[src/rtl/nrm_pkg.sv]
package nrm_pkg;
   typedef enum logic [1:0] {
      MODE_IMM  = 2'd0,
      MODE_DIR  = 2'd1,
      MODE_IND  = 2'd2,
      MODE_PDEC = 2'd3
   } mode_e;

   typedef enum logic [2:0] {
      ST_IDLE,
      ST_EVAL,
      ST_RD,
      ST_WR,
      ST_DONE
   } state_e;
endpackage

[src/rtl/nrm_modadd.sv]
module nrm_modadd #(
   parameter int unsigned SIZE = 8000,
   parameter int unsigned AW   = 13
) (
   input  logic [AW-1:0] x,
   input  logic [AW-1:0] y,
   output logic [AW-1:0] s
);
   localparam bit POW2 = (SIZE == (64'd1 << AW));

   generate
      if (POW2) begin : g_pow2
         assign s = x + y;
      end else begin : g_general
         localparam logic [AW:0] LIM = (AW+1)'(SIZE);
         logic [AW:0] raw;
         logic [AW:0] red;
         assign raw = {1'b0, x} + {1'b0, y};
         assign red = raw - LIM;
         assign s   = (raw >= LIM) ? red[AW-1:0] : raw[AW-1:0];
      end
   endgenerate
endmodule

[src/rtl/nrm_ctrl.sv]
module nrm_ctrl
   import nrm_pkg::*;
(
   input  logic   clk,
   input  logic   rst_n,
   input  logic   start,
   input  mode_e  cur_mode,
   input  logic   mem_ack,
   output state_e state,
   output logic   side,
   output logic   fin
);
   state_e nxt;

   always_comb begin
      fin = 1'b0;
      unique case (state)
         ST_EVAL: fin = (cur_mode == MODE_IMM) || (cur_mode == MODE_DIR);
         ST_RD:   fin = mem_ack && (cur_mode != MODE_PDEC);
         ST_WR:   fin = mem_ack;
         default: fin = 1'b0;
      endcase
   end

   always_comb begin
      nxt = state;
      unique case (state)
         ST_IDLE: if (start) nxt = ST_EVAL;
         ST_EVAL: begin
            if (!fin)     nxt = ST_RD;
            else if (side) nxt = ST_DONE;
            else          nxt = ST_EVAL;
         end
         ST_RD: begin
            if (mem_ack) begin
               if (cur_mode == MODE_PDEC) nxt = ST_WR;
               else                       nxt = side ? ST_DONE : ST_EVAL;
            end
         end
         ST_WR:   if (mem_ack) nxt = side ? ST_DONE : ST_EVAL;
         ST_DONE: nxt = ST_IDLE;
         default: nxt = ST_IDLE;
      endcase
   end

   always_ff @(posedge clk or negedge rst_n) begin
      if (!rst_n) begin
         state <= ST_IDLE;
         side  <= 1'b0;
      end else begin
         state <= nxt;
         if (state == ST_IDLE && start) side <= 1'b0;
         else if (fin && !side)         side <= 1'b1;
      end
   end
endmodule

[src/rtl/nrm_operand_norm.sv]
module nrm_operand_norm
   import nrm_pkg::*;
#(
   parameter int unsigned CORE_SIZE = 8000,
   parameter int unsigned AW        = $clog2(CORE_SIZE)
) (
   input  logic          clk,
   input  logic          rst_n,
   input  logic          start,
   input  logic [AW-1:0] pc,
   input  logic [1:0]    a_mode,
   input  logic [AW-1:0] a_field,
   input  logic [1:0]    b_mode,
   input  logic [AW-1:0] b_field,
   output logic          mem_req,
   output logic          mem_we,
   output logic [AW-1:0] mem_addr,
   output logic [AW-1:0] mem_wdata,
   input  logic          mem_ack,
   input  logic [AW-1:0] mem_rdata,
   output logic          done,
   output logic          a_is_imm,
   output logic [AW-1:0] a_value,
   output logic          b_is_imm,
   output logic [AW-1:0] b_value
);
   localparam logic [AW-1:0] MINUS_ONE = AW'(CORE_SIZE - 1);

   generate
      if (CORE_SIZE < 2 || (64'd1 << AW) < CORE_SIZE) begin : g_bad_size
         $error("nrm_operand_norm: AW too small for CORE_SIZE, or CORE_SIZE below 2");
      end
   endgenerate

   state_e        state;
   logic          side;
   logic          fin;
   mode_e         cur_mode;
   logic [AW-1:0] cur_val;

   logic [AW-1:0] pc_q, a_val_q, b_val_q;
   mode_e         a_mode_q, b_mode_q;
   logic [AW-1:0] ptr_q, dec_q;
   logic [AW-1:0] a_hold;
   logic          a_imm_hold;

   logic [AW-1:0] add_x, add_y, sum, dec;
   logic          imm_now;
   logic [AW-1:0] res;

   assign cur_mode = side ? b_mode_q : a_mode_q;
   assign cur_val  = side ? b_val_q  : a_val_q;

   nrm_ctrl u_ctrl (
      .clk      (clk),
      .rst_n    (rst_n),
      .start    (start),
      .cur_mode (cur_mode),
      .mem_ack  (mem_ack),
      .state    (state),
      .side     (side),
      .fin      (fin)
   );

   always_comb begin
      unique case (state)
         ST_EVAL: begin add_x = pc_q;  add_y = cur_val;   end
         ST_RD:   begin add_x = ptr_q; add_y = mem_rdata; end
         default: begin add_x = ptr_q; add_y = dec_q;     end
      endcase
   end

   nrm_modadd #(.SIZE(CORE_SIZE), .AW(AW)) u_addr_add (
      .x (add_x),
      .y (add_y),
      .s (sum)
   );

   nrm_modadd #(.SIZE(CORE_SIZE), .AW(AW)) u_dec_add (
      .x (mem_rdata),
      .y (MINUS_ONE),
      .s (dec)
   );

   assign imm_now = (state == ST_EVAL) && (cur_mode == MODE_IMM);
   assign res     = imm_now ? cur_val : sum;

   always_ff @(posedge clk or negedge rst_n) begin
      if (!rst_n) begin
         pc_q       <= '0;
         a_val_q    <= '0;
         b_val_q    <= '0;
         a_mode_q   <= MODE_IMM;
         b_mode_q   <= MODE_IMM;
         ptr_q      <= '0;
         dec_q      <= '0;
         a_hold     <= '0;
         a_imm_hold <= 1'b0;
         a_value    <= '0;
         a_is_imm   <= 1'b0;
         b_value    <= '0;
         b_is_imm   <= 1'b0;
      end else begin
         if (state == ST_IDLE && start) begin
            pc_q     <= pc;
            a_val_q  <= a_field;
            b_val_q  <= b_field;
            a_mode_q <= mode_e'(a_mode);
            b_mode_q <= mode_e'(b_mode);
         end
         if (state == ST_EVAL && !fin)
            ptr_q <= sum;
         if (state == ST_RD && mem_ack && cur_mode == MODE_PDEC)
            dec_q <= dec;
         if (fin) begin
            if (!side) begin
               a_hold     <= res;
               a_imm_hold <= imm_now;
            end else begin
               b_value  <= res;
               b_is_imm <= imm_now;
               a_value  <= a_hold;
               a_is_imm <= a_imm_hold;
            end
         end
      end
   end

   assign mem_req   = (state == ST_RD) || (state == ST_WR);
   assign mem_we    = (state == ST_WR);
   assign mem_addr  = ptr_q;
   assign mem_wdata = dec_q;
   assign done      = (state == ST_DONE);
endmodule

[config.mk]
export PLATFORM = sky130hd
export DESIGN_NAME = nrm_operand_norm
export DESIGN_NICKNAME = d
export VERILOG_FILES = /design/src/rtl/nrm_pkg.sv /design/src/rtl/nrm_modadd.sv /design/src/rtl/nrm_ctrl.sv /design/src/rtl/nrm_operand_norm.sv
export SDC_FILE = /design/constraint.sdc
export NUM_CORES = 1
export LEC_CHECK = 0
export BUFFER_PORTS_ARGS = -buffer_cell sky130_fd_sc_hd__clkbuf_2
export CELL_PAD_IN_SITES_DETAIL_PLACEMENT = 1
export CELL_PAD_IN_SITES_GLOBAL_PLACEMENT = 1
export CORE_MARGIN = 1
export CORE_UTILIZATION = 46
export CTS_BUF_LIST = sky130_fd_sc_hd__clkbuf_4 sky130_fd_sc_hd__clkbuf_8 sky130_fd_sc_hd__clkbuf_16
export DETAILED_ROUTE_END_ITERATION = 10
export PLACE_DENSITY_LB_ADDON = 0.25
export SYNTH_ARGS = -nofsm -noshare
export SYNTH_HDL_FRONTEND = slang
export SYNTH_SLANG_ARGS = --single-unit
[constraint.sdc]
create_clock -name clk -period 9.1 [get_ports clk]
set_input_delay 0.455 -clock clk [delete_from_list [all_inputs] [get_ports clk]]
set_output_delay 0.455 -clock clk [all_outputs]
set_load 0.005 [all_outputs]
---- Yosys cells after proc, flatten, opt, wreduce, memory -nomap -nowiden ----
Cells that the tools add are included.
word-level totals
  flip-flop bits (word level) ............. 115
  latch bits .............................. 0
  bits in writable memories ............... 0
  ROM bits ................................ 0
  bits of input ports ..................... 60
  word-level logic and storage cells ...... 66
  memories kept ........................... 0
operators by class
  $add $sub $neg .......................... 4
  multiply operators ...................... 0
  divide/modulo/power cells ............... 0
  $lt $le $gt $ge ......................... 2
  equal/unequal tests ..................... 10
  shift-type cells ........................ 0
  multiplexer cells ....................... 17
  bitwise operators ....................... 1
  reduce and logical (&&, ||, !) cells .... 17
operators with widths
  operator                count
  $mux 13                 5
  $ge 14x13->1 const B    2
  $pmux 13 s2             1
  $sub 13x13->13 const B  2
  $mux 3                  6
  $add 13x13->14          1
  $add 13x13->14 const B  1
  $pmux 3 s4              1
  $logic_and 1x1->1       7
  $eq 3x2->1 const B      2
  $ne 2x2->1 const B      3
  $reduce_and 2->1        2
  $eq 3x1->1 const B      1
  $eq 3x3->1 const B      1
  $logic_not 3->1         1
  $pmux 1 s3              1
  $reduce_and 3->1        1
  $eq 2x1->1 const B      1
  $eq 2x2->1 const B      1
  $logic_not 1->1         2
  $logic_not 2->1         1
  $logic_or 1x1->1        2
  $mux 1                  2
  $mux 2                  1
  other kinds (3)         3

---- Depth between registers and ports, before layout ----
  word-level depth ........................ 7
  depth in mapped cells ................... 20

---- Cells and area by module ----
From an unflattened synthesis, not the netlist that was laid out.
unflattened totals
  cells, all modules ...................... 764
  area, all modules ....................... 7751.2 µm²
modules (own cells, without submodules)
  module                    times used  cells an instance  area an instance (µm²)
  nrm_operand_norm          1           466                5520.3
  nrm_modadd at u_dec_add   1           136                992.2
  nrm_modadd at u_addr_add  1           136                984.7
  nrm_ctrl                  1           26                 254.0

---- Worst setup path before layout ----
Ideal clock, no wire load.
  path kind ............................... register to register
  start point ............................. register u_ctrl.side
  end point ............................... register a_hold[10]
  library setup time ...................... 0.120 ns
  data arrival time ....................... 4.578 ns
  setup slack ............................. 4.403 ns
  stages on the path, launching flop included .. 21
  period minus slack after synthesis ...... 4.697 ns
  cell sequence ........................... dfrtp_1 clkbuf_1 clkbuf_1 buf_1 mux2i_1 nor2_1 a221o_1 ha_1 inv_1 fa_1 nand2b_1 a211o_1 and2_1 xnor2_1 ha_1 nand4b_1 o41ai_2 and3_1 nand2_1 a221o_1 a31o_1
on the way
  cells in the longest elaborated chain, start to end .. 6
RTL lines
  element                                                line                                RTL
  start: declaration                                     nrm_ctrl.sv:10                      output logic side,
  start signal: assignment                               nrm_ctrl.sv:49                      side <= 1'b0;
  start signal: assignment                               nrm_ctrl.sv:52                      if (state == ST_IDLE && start) side <= 1'b0;
  start signal: assignment                               nrm_ctrl.sv:53                      else if (fin && !side) side <= 1'b1;
  $mux 13                                                nrm_operand_norm.sv:52              assign cur_val = side ? b_val_q : a_val_q;
  $pmux 13 s2                                            nrm_operand_norm.sv:66              unique case (state)
  $add 13x13->14                                         nrm_modadd.sv:18                    assign raw = {1'b0, x} + {1'b0, y};
  $sub 13x13->13 / $ge 14x13->1 (equally long branches)  nrm_modadd.sv:19, nrm_modadd.sv:20
  $mux 13                                                nrm_modadd.sv:20                    assign s = (raw >= LIM) ? red[AW-1:0] : raw[AW-1:0];
  $mux 13                                                nrm_operand_norm.sv:86              assign res = imm_now ? cur_val : sum;
  end signal: assignment                                 nrm_operand_norm.sv:117             a_hold <= res;
  end: declaration                                       nrm_operand_norm.sv:44              logic [AW-1:0] a_hold;
Parallel ways exist; a longest one is shown, timed or not.
A chain may end at the register's enable or synchronous reset.

---- Worst setup path after layout ----
  start point ............................. register u_ctrl.state[1]
  end point ............................... register a_hold[10]
on the way
  cells in the longest elaborated chain, start to end .. 6
RTL lines
  element                                                line                                                            RTL
  start: declaration                                     nrm_ctrl.sv:9                                                   output state_e state,
  start signal: assignment                               nrm_ctrl.sv:51                                                  state <= nxt;
  $eq 3x2->1 / $eq 3x1->1 (equally long branches)        nrm_ctrl.sv:17, nrm_operand_norm.sv:66, nrm_operand_norm.sv:85
  $pmux 13 s2 / $mux 13 (equally long branches)          nrm_operand_norm.sv:66
  $add 13x13->14                                         nrm_modadd.sv:18
  $sub 13x13->13 / $ge 14x13->1 (equally long branches)  nrm_modadd.sv:19, nrm_modadd.sv:20
  $mux 13                                                nrm_modadd.sv:20
  $mux 13                                                nrm_operand_norm.sv:86
Parallel ways exist; a longest one is shown, timed or not.

==> flow_summary_export.csv <==
group,metric,value,unit
run_status,outcome,"completed",
worst_setup_path,critical_path_class,"register to register",
cts,holdBufCountCts,0,
synthesis,synth_cell_types,68,
synthesis,synth_seq_cells,115,
worst_setup_path,cp_top_family,"simple AND/OR/NAND/NOR gates",
routing,drcViolationCount,0,
timing,relSlewSlack,26.9,%
synthesis,yosysSeqAreaShare,43.5,%
worst_setup_path,crit_chain,"nor2b_1 > nor2b_1 > nor2_1 > a221o_1 > ha_1 > a2111oi_4 > o21ai_2 > nand2_1 > xor2_1 > ha_1 > nand4b_1 > o41ai_2 > and3_1 > nand2_1 > a221o_1 > a31o_1",
flow_run,cap_viol_max_count,0,
finish,final_util,56.9,%
worst_setup_path,timing.critical_path.buf_inv,0,
timing,period_share,64.3,%
synthesis,synth.cell_area,6620,um2
synthesis,yosys_warnings,0,
synthesis,synth-async-reset-ratio,100,%
floorplan,pin_count,117,
cts,cts_resized,0,
timing,hold_ws,0.0322,ns
worst_setup_path,r2r_slack,3.25,ns
cts,cts-root-buf,"clkbuf_16",
finish,drive_gt1_share,25.9,%
worst_setup_path,cp_slowest_stage_delay,0.75,ns
cts,clk_latency,0.44,ns
routing,routed_wl,21400,um
worst_hold_path,hold_class,"input pin to asynchronous set/reset pin",
finish,finish.instance_area,7930,um2
placement,port_buffers,116,
synthesis,synth_area_leader_cell,"dfrtp_1",
routing,drtAntennaViolNets,0,
cts,cts_setup_buffers,0,
floorplan,start_util,47.5,%
routing,vias,5937,
cts,cts_buffers,17,
worst_setup_path,worst-path-max-fanout,14,
synthesis,syn_avg_cell_area,9.21,um2
worst_setup_path,r2r_start,"u_ctrl.state[1]",
timing,period_needed,5.85,ns
finish,regArea,2880,um2
routing,wl_per_cell,21.1,um
timing,hold_violations,0,
timing,setup_viol,0,
synthesis,synth_nets,799,
cts,ctsHtreeMaxLevel,4,
worst_setup_path,worstPathRequired,9.42,ns
finish,final.fill_count,1628,
worst_setup_path,reg2reg_depth,16,
finish,mostFrequentLayoutCells,"173 x nand2_1, 115 x dfrtp_1, 115 x clkbuf_2",
synthesis,synth_edf_count,0,
global_route,grt_overflow,0,
timing,tns,0,ns
routing,highest_layer,"met4",
synthesis,yosys.area.top_type_share,43.5,%
global_route,grt_pass1_wl,34000,um
cts,path_clk_slew,0.06,ns
cts,cts_max_path_buffers,2,
finish,area_growth,19.8,%
worst_setup_path,arrival,6.17,ns
timing,worst_slew_pin_slew,1.10,ns
worst_setup_path,r2r_end,"a_hold[10]",
routing,wl_met2,10400,um
global_route,track_usage,30.7,%
routing,wl_met1,9070,um
finish,multi_input_area,3530,um2
placement,place_hpwl,15400,um
floorplan,coreArea,13900,um2
synthesis,synth_top_flop_cell,"dfrtp_1",
worst_setup_path,cp-start-kind,"register",
timing,skew,0.0153,ns
finish,diodes,0,
routing,viasPerCell,5.86,
routing,drtIter0Drc,320,
timing,drv_slew,0,
worst_setup_path,crit_path_end_kind,"register",
finish,nets,901,
routing,route.met3.wl,978,um
synthesis,ys_top_cells_by_area,"dfrtp_1 43%, nand2_1 9.8%, mux2_2 7.7%, ha_1 3.6%, nor2_1 2.9%",
cts,cts_tree,"yes",
routing,drt_pass1_iterations,4,
worst_setup_path,slowest_stage,"nor2b_1",
cts,clock-sinks,115,
floorplan,rows,43,
placement,place_area,7320,um2
global_route,grt_antenna_before_repair,0,
floorplan,die_h,122,um
floorplan,die_area,14900,um2
placement,routabilityCongestion,0.903,
synthesis,syn_inst,719,
global_route,grt_max_degree,70,
timing,rsz0062_at_grt,"no",
global_route,grt_pass1_vias,6301,
timing,max_clock_freq,171,MHz
finish,mostFrequentLayoutCell,"nand2_1",
floorplan,die_x,122,um
[stage by stage]
step	setup WS (ns)	std cells
after floorplan	4.40	719
final	3.25	1014
after CTS	3.34	1014
after global routing	2.88	1014
after detailed placement	3.43	982
after global placement	3.79	982
[layout make-up]
type	instances	share of cell area, %
timing repair buffer	121	7.82
clock buffer	17	5.36
multi-input combinational	550	44.5
sequential	115	36.3
tap	180	2.84
inverter	16	0.757
clock inverter	15	2.43
[metal layers]
metal	up-vias	global-route usage, %
met1	2947	37.9
met3	70	6.65
met2	182	50.4
li1	2738	-
met5	-	0
met4	0	15.9
[cells by family after synthesis]
| group | Yosys count | synth area share [%] |
|---|---|---|
| AO/OA/AOI/OAI | 142 | 15.6 |
| XOR/XNOR | 22 | 2.91 |
| adder cells (fa/ha/maj) | 20 | 3.89 |
| buffers and inverters | 54 | 3.21 |
| flip-flops | 115 | 43.5 |
| multiplexers | 65 | 10.8 |
| AND/OR/NAND/NOR | 301 | 20.2 |
[cells in the mapped netlist, types with 16 or more instances]
cell type    n
nand2_1    173
dfrtp_1    115
nor2_1      51
mux2_2      45
o21ai_0     37
clkbuf_1    31
a21oi_1     20
ha_1        19
mux2i_1     19
nand3_1     17
inv_1       16
[worst max-delay path by stage]
stage                        endpoint  slack (ns)  cells past startpoint       startpoint
after floorplan            a_hold[10]        4.40                     20      u_ctrl.side
after global placement     a_hold[10]        3.79                     16  u_ctrl.state[1]
after detailed placement   a_hold[10]        3.43                     16  u_ctrl.state[1]
after CTS                  a_hold[10]        3.34                     16  u_ctrl.state[1]
after global routing      b_value[11]        2.88                     16  u_ctrl.state[1]
final                      a_hold[10]        3.25                     16  u_ctrl.state[1]
[flip-flops by register name, indices dropped and copies added (netlist names)]
register      flops
pc_q             13
mem_addr         13
a_value          13
a_hold           13
u_ctrl.side       1
a_imm_hold        1
b_value          13
a_mode_q          2
u_ctrl.state      3
b_is_imm          1
a_val_q          13
a_is_imm          1
b_val_q          13
mem_wdata        13
b_mode_q          2
Power is not shown: default switching activity piles up to over one toggle a cycle in this logic, so the estimate is an artifact.
